File: src/rtl/adc_cap_pkg.sv
`timescale 1ns/1ps
package adc_cap_pkg;
  typedef enum logic [1:0] {
    ST_IDLE  = 2'd0,
    ST_SHIFT = 2'd1,
    ST_SYNC  = 2'd2
  } cap_state_t;

  // System clocks with select low: one lead-in serial period plus one per frame bit.
  function automatic int unsigned frame_cycles(int unsigned div, int unsigned bits);
    return div * (bits + 1);
  endfunction
endpackage

File: src/rtl/adc_cap_timing.sv
`timescale 1ns/1ps
module adc_cap_timing #(
  parameter int unsigned SYS_DIV    = 4,
  parameter int unsigned FRAME_BITS = 16
) (
  input  logic clk,
  input  logic rst_n,
  input  logic run,
  output logic sclk,
  output logic sample_evt,
  output logic frame_end
);
  localparam int unsigned PH_W  = $clog2(SYS_DIV);
  localparam int unsigned CNT_W = $clog2(FRAME_BITS);
  localparam int unsigned HALF  = SYS_DIV / 2;

  logic [PH_W-1:0]  ph;
  logic [CNT_W-1:0] bitc;
  logic             lead;
  logic             tick_end, last_bit;

  assign tick_end   = (ph == PH_W'(SYS_DIV - 1));
  assign last_bit   = (bitc == CNT_W'(FRAME_BITS - 1));
  assign sample_evt = run && !lead && (ph == PH_W'(HALF - 1));
  assign frame_end  = run && !lead && tick_end && last_bit;

  always_ff @(posedge clk or negedge rst_n) begin
    if (!rst_n) begin
      ph   <= '0;
      bitc <= '0;
      lead <= 1'b1;
      sclk <= 1'b1;
    end else if (!run) begin
      ph   <= '0;
      bitc <= '0;
      lead <= 1'b1;
      sclk <= 1'b1;
    end else begin
      ph <= tick_end ? '0 : ph + 1'b1;
      if (tick_end) begin
        if (lead) begin
          lead <= 1'b0;
          sclk <= 1'b0;
        end else if (!last_bit) begin
          bitc <= bitc + 1'b1;
          sclk <= 1'b0;
        end
      end else if (sample_evt) begin
        sclk <= 1'b1;
      end
    end
  end

  // a capture event is followed by the rising serial clock edge
  a_r6_sample_on_rise: assert property (@(posedge clk) disable iff (!rst_n)
    sample_evt |=> $rose(sclk));

  // clock stays high through the lead-in period
  a_r4_lead_high: assert property (@(posedge clk) disable iff (!rst_n)
    lead |-> sclk);

  generate
    if (HALF > 1) begin : g_low_check
      // a low phase lasts more than one system clock
      a_r5_low_half: assert property (@(posedge clk) disable iff (!rst_n)
        $fell(sclk) |=> !sclk);
    end
  endgenerate
endmodule

File: src/rtl/adc_cap_shifter.sv
`timescale 1ns/1ps
module adc_cap_shifter #(
  parameter int unsigned DATA_BITS = 12
) (
  input  logic                 clk,
  input  logic                 rst_n,
  input  logic                 sdi,
  input  logic                 sample_evt,
  input  logic                 frame_end,
  output logic [DATA_BITS-1:0] sample
);
  // Only the last DATA_BITS serial bits are kept; earlier ones fall off the top.
  logic [DATA_BITS-1:0] shreg;

  always_ff @(posedge clk or negedge rst_n) begin
    if (!rst_n) begin
      shreg  <= '0;
      sample <= '0;
    end else begin
      if (sample_evt) shreg <= {shreg[DATA_BITS-2:0], sdi};
      if (frame_end)  sample <= shreg;
    end
  end
endmodule

File: src/rtl/adc_cap_fsm.sv
`timescale 1ns/1ps
module adc_cap_fsm
  import adc_cap_pkg::*;
#(
  parameter int unsigned SYS_DIV    = 4,
  parameter int unsigned FRAME_BITS = 16
) (
  input  logic clk,
  input  logic rst_n,
  input  logic start,
  input  logic frame_end,
  output logic run,
  output logic cs_n,
  output logic done
);
  localparam int unsigned FRAME_CYC = frame_cycles(SYS_DIV, FRAME_BITS);
  localparam int unsigned CYC_W     = $clog2(FRAME_CYC + 1);

  cap_state_t       state, nxt;
  logic [CYC_W-1:0] shift_cyc;

  always_comb begin
    nxt = state;
    unique case (state)
      ST_IDLE:  if (start)     nxt = ST_SHIFT;
      ST_SHIFT: if (frame_end) nxt = ST_SYNC;
      ST_SYNC:  if (!start)    nxt = ST_IDLE;
      default:                 nxt = ST_IDLE;
    endcase
  end

  assign run = (state == ST_SHIFT);

  always_ff @(posedge clk or negedge rst_n) begin
    if (!rst_n) begin
      state     <= ST_IDLE;
      cs_n      <= 1'b1;
      done      <= 1'b1;
      shift_cyc <= '0;
    end else begin
      state     <= nxt;
      cs_n      <= (nxt != ST_SHIFT);
      done      <= (nxt != ST_SHIFT);
      shift_cyc <= run ? shift_cyc + 1'b1 : '0;
    end
  end

  // the frame closes after exactly the expected number of clocks
  a_r3_frame_len: assert property (@(posedge clk) disable iff (!rst_n)
    frame_end |-> (shift_cyc == CYC_W'(FRAME_CYC - 1)));

  // a new select pulse only ever begins from Idle
  a_r8_launch_from_idle: assert property (@(posedge clk) disable iff (!rst_n)
    $fell(cs_n) |-> ($past(state) == ST_IDLE));
endmodule

File: src/rtl/serial_adc_capture.sv
`timescale 1ns/1ps
module serial_adc_capture #(
  parameter int unsigned SYS_DIV    = 4,
  parameter int unsigned FRAME_BITS = 16,
  parameter int unsigned DATA_BITS  = 12
) (
  input  logic                 clk,
  input  logic                 rst_n,
  input  logic                 start,
  input  logic                 sdi,
  output logic                 sclk,
  output logic                 cs_n,
  output logic [DATA_BITS-1:0] sample,
  output logic                 done
);
  logic run, sample_evt, frame_end;

  adc_cap_fsm #(.SYS_DIV(SYS_DIV), .FRAME_BITS(FRAME_BITS)) i_fsm (
    .clk(clk), .rst_n(rst_n), .start(start), .frame_end(frame_end),
    .run(run), .cs_n(cs_n), .done(done)
  );

  adc_cap_timing #(.SYS_DIV(SYS_DIV), .FRAME_BITS(FRAME_BITS)) i_timing (
    .clk(clk), .rst_n(rst_n), .run(run),
    .sclk(sclk), .sample_evt(sample_evt), .frame_end(frame_end)
  );

  adc_cap_shifter #(.DATA_BITS(DATA_BITS)) i_shifter (
    .clk(clk), .rst_n(rst_n), .sdi(sdi), .sample_evt(sample_evt),
    .frame_end(frame_end), .sample(sample)
  );

  // the serial clock idles high whenever the select is released
  a_r4_sclk_idle_high: assert property (@(posedge clk) disable iff (!rst_n)
    cs_n |-> sclk);

  // the result only moves at the edge where done rises
  a_r9_data_hold: assert property (@(posedge clk) disable iff (!rst_n)
    !$stable(sample) |-> $rose(done));
endmodule

File: config.mk
export PLATFORM = sky130hd
export DESIGN_NAME = serial_adc_capture
export DESIGN_NICKNAME = d
export VERILOG_FILES = /design/src/rtl/adc_cap_pkg.sv /design/src/rtl/adc_cap_timing.sv /design/src/rtl/adc_cap_shifter.sv /design/src/rtl/adc_cap_fsm.sv /design/src/rtl/serial_adc_capture.sv
export SDC_FILE = /design/constraint.sdc
export NUM_CORES = 1
export LEC_CHECK = 0
export ABC_AREA = 1
export BUFFER_PORTS_ARGS = -buffer_cell sky130_fd_sc_hd__buf_2
export CAP_MARGIN = 25
export CELL_PAD_IN_SITES_DETAIL_PLACEMENT = 1
export CELL_PAD_IN_SITES_GLOBAL_PLACEMENT = 1
export CORE_UTILIZATION = 44
export DETAILED_ROUTE_END_ITERATION = 7
export PLACE_DENSITY = 0.75
export SLEW_MARGIN = 40
export SYNTH_ARGS = -nofsm -noshare
export SYNTH_HDL_FRONTEND = slang
export SYNTH_SLANG_ARGS = --single-unit
File: constraint.sdc
create_clock -name clk -period 1.59 [get_ports clk]
set_input_delay 0.159 -clock clk [delete_from_list [all_inputs] [get_ports clk]]
set_output_delay 0.159 -clock clk [all_outputs]
set_load 0.03 [all_outputs]
==> results of run 1 <==
==> cells in the mapped netlist, drive strengths merged <==
master / number
ha: 3
nand4: 1
o21ai: 25
dfrtp: 32
o211ai: 1
xor2: 1
dfstp: 3
inv: 21
nand3: 8
nor3: 1
nand2: 39
a21oi: 2
nor2: 9
buf: 5
==> logic make-up after synthesis <==
logic type,Yosys count
XOR/XNOR,1
flip-flops,35
AO/OA/AOI/OAI,28
adder cells (fa/ha/maj),3
buffers and inverters,26
AND/OR/NAND/NOR,58
==> registers in the layout, summed over array words and instances (netlist names) <==
signal and count:
i_fsm.cs_n 1, i_fsm.state 2, i_shifter.sample 12, i_shifter.shreg 12, i_timing.bitc 4, i_timing.lead 1, i_timing.ph 2, i_timing.sclk 1
==> repair_timing <==
action | CTS | global route
buffers inserted | 0 | 0
hold endpoints to repair | 35 | 0
hold buffers | 1 | 0
endpoints found under the setup margin | 0 | 1
resized for setup | 0 | 1
==> final cells by class <==
type                    instances  area, um^2  area share
multi-input cells              90         564       0.320
clock buffers                   6        41.3      0.0234
clock inverters                 2        12.5     0.00710
repair buffers                 21         128      0.0724
inverters                      21        78.8      0.0447
well taps                      46        57.6      0.0327
flip-flops and latches         35         880       0.499
==> stage by stage <==
step | cell area [um^2] | total power, uW | setup WS, ns | hold slack, ns | util
finish | 1760 | 2860 | 0.119 | 0.0692 | 0.524
global route | 1760 | 3100 | 0.0103 | 0.0755 | 0.524
CTS | 1750 | 2890 | 0.114 | 0.0697 | 0.521
detailed placement | 1690 | 2420 | 0.126 | 0.137 | 0.502
global placement | 1690 | 2330 | 0.208 | 0.132 | 0.502
floorplan | 1570 | 2200 | 0.349 | -0.137 | -
==> metal layers <==
layer | vias up | GRT usage
li1 | 522 | -
met1 | 522 | 0.221
met2 | 14 | 0.295
met3 | 7 | 0.0441
met4 | 0 | 0.0667
met5 | - | 0
==> path summary, 6_finish.rpt <==
path | startpoint | cells past startpoint | slack, ns | to
worst min register to register | i_shifter.sample[9] | 2 | 0.49 | i_shifter.sample[9]
worst min-delay path | start | 3 | 0.07 | i_fsm.state[1]
min in group asynchronous | rst_n | 3 | 0.30 | i_timing.ph[0]
worst max register to register | i_timing.ph[0] | 8 | 0.12 | i_timing.bitc[3]
worst max-delay path | i_timing.ph[0] | 8 | 0.12 | i_timing.bitc[3]
max in group asynchronous | rst_n | 3 | 1.04 | i_fsm.cs_n
==> critical path, delay by kind of cell (launching register included) <==
family	cells	cell delay (ns)
compound gates	1	0.07
fa+ha+maj	1	0.25
buf+inv	2	0.17
flops	1	0.40
simple gates	4	0.46
==> power breakdown <==
group	leakage, uW	internal (uW)	switching [uW]	total [uW]
Sequential	0.000451	1150	173	1330
Clock	0.0000282	171	303	473
Combinational	0.000401	350	714	1060
Total	0.000880	1670	1190	2860
==> impl_metrics.json, run 1 <==
{
  "status": "complete, no violations",
  "top_layer": "met4",
  "via_per_inst": 4.82,
  "worstHoldPathType": "in -> reg",
  "cts_root_buffer": "clkbuf_4",
  "synth.top_cell.area_share": 0.511,
  "syn_area_um2": 1570,
  "dieHeight_um": 61.7,
  "synth_top_family_by_area": "simple AND/OR/NAND/NOR gates",
  "insertedDiodeCount": 0,
  "fin_setup_tns_ns": 0,
  "io_buffers": 18,
  "grt_pass1_wl_um": 4720,
  "maxSlewHeadroom": 0.764,
  "max-cap-violations": 0,
  "hold_viol_final": 0,
  "synth_fa_ha_area_frac": 0.0240,
  "die_width_um": 61.7,
  "grt_antenna_before_repair": 0,
  "vias": 1065,
  "start_kind": "register",
  "timing.fmax_mhz": 680,
  "cp_max_fo": 4,
  "rsz0062_at_grt": "no",
  "cts_tree": "yes",
  "clock_path_buffers": 2,
  "synth.net_count": 158,
  "p_leak_uw": 0.000880,
  "yosysTopAreaCell": "dfrtp_1",
  "synth_cells": 151,
  "numCtsBuffers": 5,
  "wl_met2_um": 1510,
  "overflow": 0,
  "cp.required_ns": 1.82,
  "hpwlAfterDp_um": 2020,
  "gp_congestion": 0.672,
  "synth_area_per_cell_um2": 10.4,
  "drc": 0,
  "layout_common_cells": "nand2_1 (36), dfrtp_1 (32), o21ai_2 (21), inv_1 (19), buf_2 (18)",
  "yosys_warnings": 0,
  "first_iter_violations": 30,
  "final_common_cell": "nand2_1",
  "yosys.area_share.simple": 0.181,
  "ys_ff_latch": 35,
  "grt_max_degree": 36,
  "track_usage": 0.176,
  "synth_compound_area_frac": 0.144,
  "io_pins": 19,
  "finalSetupViolCount": 0,
  "first_global_vias": 1056,
  "drtPass1Iterations": 4,
  "wl_met1_um": 1240,
  "ant_nets": 0,
  "core_um2": 3360,
  "wl_per_cell_um": 13.1,
  "crit_arrival_ns": 1.70,
  "die_area_um2": 3800,
  "layout.cells.non_filler": 221,
  "area_growth_syn_to_layout_pct": 12.5,
  "yosysUniqueCellTypes": 24,
  "met3RoutedLength_um": 84,
  "path_common_cell": "nand2_1",
  "finClkSkew_ns": 0.0154,
  "clk_pin_slew_ns": 0.12,
  "p_per_area_nw_per_um2": 1630,
  "initial_core_util": 0.466,
  "vdd_ir_drop_max_mv": 0.770,
  "slowest_delay_ns": 0.40,
  "rows": 21,
  "synthXorXnorAreaFrac": 0.00559,
  "drt_wl_total_um": 2890,
  "finalMaxSlewViolations": 0,
  "drive_gt1_frac": 0.354,
  "yosysSeqAreaShare": 0.562,
  "cp_cell_sequence": "ha_1 -> inv_1 -> nor2_4 -> nand2_1 -> nand2_1 -> inv_1 -> nand2_1 -> o21ai_0",
  "cp-end-kind": "register",
  "dp_cells": 212,
  "cts_sinks": 35,
  "crit_type": "reg -> reg",
  "fill_cells": 415,
  "clk_latency_ns": 0.35,
  "fin_crit_sh": 0.925,
  "min_period_ns": 1.47,
  "h-tree-depth": 2,
  "tightest_slew_ns": 0.354,
  "crit_slowest_cell": "dfrtp_1",
  "synth_area_leaders": "dfrtp_1 (51%), o21ai_2 (12%), nand2_1 (8.6%)",
  "nets": 181,
  "synth_mux_area_frac": 0
}
(Power assumes the default switching activity.)
==> run 2, diff against run 1 <==
PLACE_DENSITY = 0.89   (was 0.75)
SKIP_CTS_REPAIR_TIMING = 1   (was unset)
==> impl_metrics.json, run 2 (same netlist as run 1, synthesis figures left out) <==
{
  "area_growth_syn_to_layout_pct": 15.2,
  "largestRegisters": "i_shifter.sample x12, i_shifter.shreg x12, i_timing.bitc x4",
  "start_kind": "register",
  "cp-end-kind": "register",
  "crit_slowest_cell": "dfrtp_1",
  "io_pins": 19,
  "p_per_area_nw_per_um2": 1750,
  "h-tree-depth": 2,
  "critPathTopFamily": "simple AND/OR/NAND/NOR gates",
  "nets": 181,
  "wl_met2_um": 1540,
  "grt_pass1_wl_um": 4760,
  "ant_nets": 0,
  "cts_sinks": 35,
  "core_um2": 3360,
  "hold_viol_final": 0,
  "clk_latency_ns": 0.33,
  "insertedDiodeCount": 0,
  "io_buffers": 18,
  "crit_arrival_ns": 1.67,
  "cp.required_ns": 1.81,
  "top_layer": "met4",
  "drtPass1Iterations": 4,
  "layout_common_cells": "nand2_1 (36), dfrtp_1 (32), o21ai_2 (21), inv_1 (19), buf_2 (18)",
  "wl_met1_um": 1170,
  "fin_crit_sh": 0.908,
  "via_per_inst": 4.80,
  "r2r-start": "i_timing.bitc[0]",
  "crit_start": "i_timing.bitc[0]",
  "initial_core_util": 0.466,
  "first_global_vias": 1090,
  "rows": 21,
  "drive_gt1_frac": 0.360,
  "wl_per_cell_um": 12.7,
  "p_leak_uw": 0.000915,
  "dieHeight_um": 61.7,
  "met3RoutedLength_um": 62,
  "whs_ns": 0.0823,
  "min_period_ns": 1.44,
  "crit_type": "reg -> reg",
  "die_area_um2": 3800,
  "final_common_cell": "nand2_1",
  "clk_pin_slew_ns": 0.11,
  "worst-path-buf-inv": 0,
  "max-cap-violations": 0,
  "clock_path_buffers": 2,
  "first_iter_violations": 18,
  "finClkSkew_ns": 0.00748,
  "numCtsBuffers": 5,
  "worstHoldPathType": "in -> reg",
  "track_usage": 0.181,
  "die_width_um": 61.7,
  "overflow": 0,
  "worstHoldStart": "sdi",
  "cp_cell_sequence": "ha_1 -> nand3_2 -> nor2_4 -> nand2_4 -> nand2_1 -> o21ai_2",
  "vdd_ir_drop_max_mv": 0.810,
  "drt_wl_total_um": 2810,
  "hpwlAfterDp_um": 2120,
  "grt_antenna_before_repair": 0,
  "fin_setup_tns_ns": 0,
  "cts_root_buffer": "clkbuf_4",
  "slowest_delay_ns": 0.44,
  "drc": 0,
  "rsz0062_at_grt": "no",
  "finalSetupViolCount": 0,
  "cts_tree": "yes",
  "vias": 1060,
  "cp_max_fo": 27,
  "grt_max_degree": 28,
  "status": "complete, no violations",
  "timing.fmax_mhz": 693,
  "gp_congestion": 0.693,
  "tightest_slew_ns": 0.476,
  "finalMaxSlewViolations": 0,
  "maxSlewHeadroom": 0.683
}
-- run 2: area by class of cell --
class / instances / area, um^2
Multi-Input combinational cell: 90 / 556
Clock buffer: 5 / 37.5
Inverter: 21 / 78.8
Sequential cell: 35 / 880
Tap cell: 46 / 57.6
Timing Repair Buffer: 21 / 128
Clock inverter: 3 / 67.6
Fill cell: 424 / 1560
-- run 2: path summary, 6_finish.rpt --
| path | to | cells after the start | slack [ns] |
|---|---|---|---|
| setup reg to reg | i_shifter.sample[4] | 6 | 0.15 |
| setup / recovery | i_shifter.sample[4] | 6 | 0.15 |
| hold reg to reg | i_timing.sclk | 2 | 0.48 |
| min in group asynchronous | i_timing.bitc[3] | 2 | 0.30 |
| hold / removal | i_shifter.shreg[0] | 3 | 0.08 |
| max in group asynchronous | i_fsm.cs_n | 3 | 0.75 |
-- run 2: stage by stage --
stage,area [um^2],instances,power [uW],setup WS (ns),util
6_report,1800,221,3160,0.147,0.536
5_1_grt,1800,221,3400,0.0355,0.536
4_1_cts,1790,220,3220,0.128,0.533
3_5_place_dp,1690,212,2420,0.143,0.502
3_3_place_gp,1690,212,2310,0.237,0.502
2_1_floorplan,1570,151,2200,0.349,-
-- run 2: worst register-to-register path: cells and delay by family, from the launching register on --
kind	cells	cell delay, ns
AOI/OAI and AO/OA	1	0.06
adders and majority gates	1	0.23
DFF	1	0.44
and+or+nand+nor	4	0.60
-- run 2: metal layers --
| layer | global-route usage | up-vias |
|---|---|---|
| met5 | 0 | - |
| met4 | 0.0857 | 0 |
| met3 | 0.0378 | 5 |
| met2 | 0.323 | 11 |
| met1 | 0.206 | 523 |
| li1 | - | 521 |
-- run 2: report_power, final --
group	switching, uW	leakage, uW	internal [uW]	total (uW)
Sequential	174	0.000451	1150	1330
Combinational	695	0.000413	349	1040
Clock	300	0.0000514	489	789
